File: src/rtl/bytetimer_pkg.sv
package bytetimer_pkg;

    typedef enum logic [1:0] {
        ST_STOP = 2'd0,
        ST_RUN  = 2'd1,
        ST_PEND = 2'd2
    } bt_state_e;

    localparam logic [1:0] ADDR_CNT_HI = 2'd0;
    localparam logic [1:0] ADDR_CNT_LO = 2'd1;
    localparam logic [1:0] ADDR_RLD_HI = 2'd2;
    localparam logic [1:0] ADDR_RLD_LO = 2'd3;

endpackage

File: src/rtl/bytetimer_ctrl.sv
module bytetimer_ctrl
    import bytetimer_pkg::*;
(
    input  logic clk,
    input  logic rst_n,
    input  logic en,
    input  logic rld_wr,
    input  logic hit,
    output logic running,
    output logic load_act
);

    bt_state_e state, state_nx;

    // state register
    always_ff @(posedge clk) begin
        if (!rst_n) state <= ST_STOP;
        else        state <= state_nx;
    end

    // transitions: START, STAGE, COMMIT, HALT
    always_comb begin
        state_nx = state;
        unique case (state)
            ST_STOP: if (en) state_nx = ST_RUN;
            ST_RUN: begin
                if (!en)         state_nx = ST_STOP;
                else if (rld_wr) state_nx = ST_PEND;
            end
            ST_PEND: begin
                if (!en)                 state_nx = ST_STOP;
                else if (hit && !rld_wr) state_nx = ST_RUN;
            end
            default: state_nx = ST_STOP;
        endcase
    end

    // outputs
    always_comb begin
        running  = 1'b0;
        load_act = 1'b0;
        unique case (state)
            ST_STOP: ;
            ST_RUN:  running = 1'b1;
            ST_PEND: begin
                running  = 1'b1;
                load_act = hit || !en;
            end
            default: ;
        endcase
    end

endmodule

File: src/rtl/bytetimer_reload.sv
module bytetimer_reload #(
    parameter int BYTE_W = 8,
    localparam int CNT_W = 2 * BYTE_W
) (
    input  logic              clk,
    input  logic              rst_n,
    input  logic              wr_hi,
    input  logic              wr_lo,
    input  logic [BYTE_W-1:0] wdata,
    input  logic              running,
    input  logic              load_act,
    output logic [CNT_W-1:0]  shd,
    output logic [CNT_W-1:0]  act
);

    logic [CNT_W-1:0] shd_nx;

    always_comb begin
        shd_nx = shd;
        if (wr_hi) shd_nx[CNT_W-1:BYTE_W] = wdata;
        if (wr_lo) shd_nx[BYTE_W-1:0]     = wdata;
    end

    always_ff @(posedge clk) begin
        if (!rst_n) begin
            shd <= '0;
            act <= '0;
        end else begin
            shd <= shd_nx;
            // stopped: writes go straight through; running: only at commit
            if (!running || load_act) act <= shd_nx;
        end
    end

endmodule

File: src/rtl/bytetimer_counter.sv
module bytetimer_counter #(
    parameter int BYTE_W = 8,
    localparam int CNT_W = 2 * BYTE_W
) (
    input  logic              clk,
    input  logic              rst_n,
    input  logic              running,
    input  logic              wr_hi,
    input  logic              wr_lo,
    input  logic [BYTE_W-1:0] wdata,
    input  logic [CNT_W-1:0]  reload,
    output logic [CNT_W-1:0]  cnt,
    output logic              hit,
    output logic              wrap
);

    logic [CNT_W-1:0] cnt_nx;

    assign hit = (cnt == reload);

    always_comb begin
        cnt_nx = cnt;
        if (running) cnt_nx = hit ? CNT_W'(1) : cnt + CNT_W'(1);
        // a host byte write overrides only its own byte
        if (wr_hi) cnt_nx[CNT_W-1:BYTE_W] = wdata;
        if (wr_lo) cnt_nx[BYTE_W-1:0]     = wdata;
    end

    always_ff @(posedge clk) begin
        if (!rst_n) begin
            cnt  <= '0;
            wrap <= 1'b0;
        end else begin
            cnt  <= cnt_nx;
            wrap <= running && hit;
        end
    end

endmodule

File: src/rtl/bytetimer_readout.sv
module bytetimer_readout
    import bytetimer_pkg::*;
#(
    parameter int BYTE_W = 8,
    localparam int CNT_W = 2 * BYTE_W
) (
    input  logic              clk,
    input  logic              rst_n,
    input  logic              rd_en,
    input  logic [1:0]        addr,
    input  logic              running,
    input  logic [CNT_W-1:0]  cnt,
    input  logic [CNT_W-1:0]  rld,
    output logic [BYTE_W-1:0] rdata
);

    logic [BYTE_W-1:0] hold;

    always_ff @(posedge clk) begin
        if (!rst_n) begin
            rdata <= '0;
            hold  <= '0;
        end else if (rd_en) begin
            unique case (addr)
                ADDR_CNT_HI: begin
                    rdata <= cnt[CNT_W-1:BYTE_W];
                    if (running) hold <= cnt[BYTE_W-1:0];
                end
                ADDR_CNT_LO: rdata <= running ? hold : cnt[BYTE_W-1:0];
                ADDR_RLD_HI: rdata <= rld[CNT_W-1:BYTE_W];
                ADDR_RLD_LO: rdata <= rld[BYTE_W-1:0];
                default:     rdata <= '0;
            endcase
        end
    end

endmodule

File: src/rtl/bytetimer.sv
module bytetimer
    import bytetimer_pkg::*;
#(
    parameter int BYTE_W = 8,
    localparam int CNT_W = 2 * BYTE_W
) (
    input  logic              clk,
    input  logic              rst_n,
    input  logic              en,
    input  logic              wr_en,
    input  logic              rd_en,
    input  logic [1:0]        addr,
    input  logic [BYTE_W-1:0] wdata,
    output logic [BYTE_W-1:0] rdata,
    output logic              wrap
);

    logic             running, load_act, hit;
    logic             wr_cnt_hi, wr_cnt_lo, wr_rld_hi, wr_rld_lo;
    logic [CNT_W-1:0] cnt, rld_act, rld_shd;

    assign wr_cnt_hi = wr_en && (addr == ADDR_CNT_HI);
    assign wr_cnt_lo = wr_en && (addr == ADDR_CNT_LO);
    assign wr_rld_hi = wr_en && (addr == ADDR_RLD_HI);
    assign wr_rld_lo = wr_en && (addr == ADDR_RLD_LO);

    bytetimer_ctrl u_ctrl (
        .clk      (clk),
        .rst_n    (rst_n),
        .en       (en),
        .rld_wr   (wr_rld_hi || wr_rld_lo),
        .hit      (hit),
        .running  (running),
        .load_act (load_act)
    );

    bytetimer_reload #(.BYTE_W(BYTE_W)) u_reload (
        .clk      (clk),
        .rst_n    (rst_n),
        .wr_hi    (wr_rld_hi),
        .wr_lo    (wr_rld_lo),
        .wdata    (wdata),
        .running  (running),
        .load_act (load_act),
        .shd      (rld_shd),
        .act      (rld_act)
    );

    bytetimer_counter #(.BYTE_W(BYTE_W)) u_counter (
        .clk     (clk),
        .rst_n   (rst_n),
        .running (running),
        .wr_hi   (wr_cnt_hi),
        .wr_lo   (wr_cnt_lo),
        .wdata   (wdata),
        .reload  (rld_act),
        .cnt     (cnt),
        .hit     (hit),
        .wrap    (wrap)
    );

    bytetimer_readout #(.BYTE_W(BYTE_W)) u_readout (
        .clk     (clk),
        .rst_n   (rst_n),
        .rd_en   (rd_en),
        .addr    (addr),
        .running (running),
        .cnt     (cnt),
        .rld     (rld_shd),
        .rdata   (rdata)
    );

endmodule

File: config.mk
export PLATFORM = sky130hd
export DESIGN_NAME = bytetimer
export DESIGN_NICKNAME = d
export VERILOG_FILES = /design/src/rtl/bytetimer_pkg.sv /design/src/rtl/bytetimer_ctrl.sv /design/src/rtl/bytetimer_reload.sv /design/src/rtl/bytetimer_counter.sv /design/src/rtl/bytetimer_readout.sv /design/src/rtl/bytetimer.sv
export SDC_FILE = /design/constraint.sdc
export NUM_CORES = 1
export LEC_CHECK = 0
export ABC_AREA = 1
export BUFFER_PORTS_ARGS = -buffer_cell sky130_fd_sc_hd__buf_2
export CAP_MARGIN = 15
export CORE_AREA = 2 2 81 83
export DETAILED_ROUTE_END_ITERATION = 6
export DIE_AREA = 0 0 83 85
export PLACE_DENSITY = 0.85
export SYNTH_ARGS = -nofsm -noshare
export SYNTH_HDL_FRONTEND = slang
export SYNTH_SLANG_ARGS = --single-unit
File: constraint.sdc
create_clock -name clk -period 4.9 [get_ports clk]
set_input_delay 0.98 -clock clk [delete_from_list [all_inputs] [get_ports clk]]
set_output_delay 0.98 -clock clk [all_outputs]
set_load 0.02 [all_outputs]
==> out/qor.txt <==
Synthesized cell area -> 3620 µm²
CTS tree -> built
Clock network fraction of total power -> 19.7%
Routability cong. -> 0.950
PD cells -> 496 nW/µm²
H-Tree Depth -> 3
Critical path startpoint category -> register
Setup ws final -> 2700 ps
Tmin final -> 2200 ps
Row count -> 29
Gr usage total -> 29.0%
Slack of the worst reg-to-reg path -> 2700 ps
Multi-input logic area -> 1880 µm²
Commonest cells after routing, fill and taps aside -> nand2_1 (138), nor2_1 (72), a21oi_1 (71), dfxtp_1 (67), inv_1 (57)
Top Metal Used -> met4
Max Cap Viol -> 0
Fillcell total -> 588
# IOs -> 24
Initial antenna violation count -> 0
CTS-repair resized insts -> 0
Global route total overflow -> 0
F_max -> 455 MHz
Setup TNS -> 0 ps
CP max stage delay -> 560 ps
Max Slew Vio Count -> 0
NetSw -> 844 µW
Metal3 WL -> 1040 µm
Final setup fails -> 0
Die W -> 83 µm
Relative slew slack -> 51.9%
Setup CP Type -> register to register
Drt via density -> 5.84
Pin count of the biggest net entering global routing -> 34
CP delay by family, top -> buffers and inverters
Global-route wire length before repair -> 16300 µm
Number of buffers on the longest clock path -> 2
Final net count -> 587
Area grow syn2layout -> 7.25%
Final Total Pwr -> 1.93 mW
Number of global-route vias before repair -> 3408
CTS buffer count -> 9
Combinational fraction of design power -> 42.8%
CTS clk-pin slew, worst paths -> 70 ps
Most common cell after layout, fill and taps aside -> nand2_1
Vias -> 3781
Root Driver -> clkbuf_8
Maximum vdd drop -> 0.327 mV
Fin. Hold Viols -> 0
DRC Markers -> 0
Top area cells in the synthesized netlist -> dfxtp_1 (37%), nand2_1 (14%), a21oi_1 (9.8%), nor2_1 (7.5%), inv_1 (5.9%)
Design area -> 3890 µm²
Worst-path fanout max -> 21
Hold crit path type -> register to register
Die area -> 7060 µm²
Layout cells sized above 1 -> 10.7%
N_diodes -> 0
Flop pwr share -> 37.5%
Post-DP HPWL -> 7090 µm
Critical path cell sequence -> inv_1, ha_1, inv_1, nand2_1, o22ai_1, inv_1, a21oi_1
Tcrit/Tclk final -> 44.9%
Reg area -> 1340 µm²
Area after DPL -> 3720 µm²
Die Ht -> 85 µm
Setup Fix Bufs, Post-CTS -> 0
# clock sinks -> 67
Seq cells post-synth -> 67
Sw frac -> 43.8%
Most common cell on crit path -> inv_1
Pre-antenna DRT Iters -> 5
Core ar. -> 6200 µm²
CP max-delay cell -> inv_1
Cell internal pwr -> 1.08 mW
RSZ-0062 raised after global routing -> false
Synth unique cells -> 31
I/O Buffers -> 23
Yosys top cell area share -> 37.0%
Sequential fraction of the synthesis area -> 37.0%
Post-CTS Hold Buffers -> 0
Met1 WL -> 4280 µm
Syn nets -> 572
Iteration-0 DRC count of the detailed router -> 394
Worst EP required -> 5180 ps
Worst Skew -> 9.43 ps
Met2 WL -> 4360 µm
Wire per inst -> 15.5 µm
Cells after Synth -> 552
Skew-Pair Late Insertion Delay -> 350 ps
Routed WL -> 10000 µm
DRT antenna net count -> 0
Worst-Margin Slew -> 720 ps
Status -> finished, final reports clean
CP Data Arrival Time -> 2470 ps
Leakage -> 1.75 nW
Yosys top cell by area -> dfxtp_1
Worst slack at placement -> 2460 ps
Hold WS -> 465 ps
CP Buf/Inv Count -> 3
Synthesis Warnings -> 0
Starting Density -> 58.4%
Avg Cell Area, Syn -> 6.56 µm²
CP Capture Type -> register
worst paths after layout:
kind,endpoint,start,cells after the start
max,u_counter.cnt[4]$_SDFFE_PN0P_,u_ctrl.state[0]$_SDFFE_PN0P_,7
min reg2reg,u_readout.rdata[7]$_SDFFE_PN0P_,u_readout.rdata[7]$_SDFFE_PN0P_,2
min,u_readout.rdata[7]$_SDFFE_PN0P_,u_readout.rdata[7]$_SDFFE_PN0P_,2
max reg2reg,u_counter.cnt[4]$_SDFFE_PN0P_,u_ctrl.state[0]$_SDFFE_PN0P_,7
Yosys cell counts:
library cell and n:
nand2_1 138, nor2_1 72, a21oi_1 71, dfxtp_1 67, inv_1 57, nand3_1 31
o21ai_0 22, o22ai_1 14, inv_2 11, clkbuf_1 8, nand4_1 8, o2111ai_1 7
xor2_1 7, ha_1 5, buf_2 4, nand2_2 4, nor3_1 4, buf_1 3
buf_4 3, nor2_2 3, buf_12 2, clkinv_1 2, buf_8 1, nand2_4 1
nand2_8 1, nor2_4 1, nor3_4 1, o21a_1 1, o21ai_1 1, o31ai_1 1
or2_2 1
stage by stage:
step | util (%) | cells
2_1_floorplan | - | 552
3_3_place_gp | 59.6 | 631
3_5_place_dp | 60.0 | 632
4_1_cts | 62.4 | 646
5_1_grt | 62.6 | 647
6_report | 62.6 | 647
cell type report:
| type | count | share of cell area, % |
|---|---|---|
| inverters | 70 | 6.76 |
| clock buffers | 10 | 3.28 |
| well taps | 77 | 2.48 |
| clock inverters | 4 | 0.515 |
| flip-flops and latches | 67 | 34.5 |
| multi-input cells | 394 | 48.4 |
| repair buffers | 25 | 4.06 |
metal layers:
layer	vias up	GRT usage, %
met5	-	0
met4	0	13.1
met3	42	5.06
met2	213	46.0
met1	1711	38.9
li1	1815	-
flip-flops by register name (all words and copies together), names as in the netlist:
name and flops:
u_readout.hold 8, u_ctrl.state 2, u_readout.rdata 8, u_reload.act 16
u_reload.shd 16, u_counter.wrap 1, u_counter.cnt 16
cell families (layout without fill, tap and decap cells):
logic type / after synthesis / in the layout / share of synthesized area, %
fa+ha+maj: 5 / 5 / 1.73
buf+inv: 91 / 109 / 11.1
compound gates: 117 / 117 / 17.5
xor+xnor: 7 / 7 / 1.69
flops: 67 / 67 / 37.0
simple gates: 265 / 265 / 31.0
power by group through the flow:
stage | Combinational [mW] | Sequential (mW) | Clock [mW]
finish | 0.826 | 0.722 | 0.379
global placement | 0.774 | 0.726 | 0
CTS | 0.794 | 0.720 | 0.379
detailed placement | 0.791 | 0.732 | 0
global route | 0.918 | 0.735 | 0.408
floorplan | 0.630 | 0.719 | 0
worst reg2reg max path: cells and delay by family (launching register included):
family | cells | cell delay (ps)
AND/OR/NAND/NOR | 1 | 350
flip-flops | 1 | 360
adder cells (fa/ha/maj) | 1 | 370
AO/OA/AOI/OAI | 2 | 350
buffers and inverters | 3 | 710
Power figures use the tool's default switching activity.
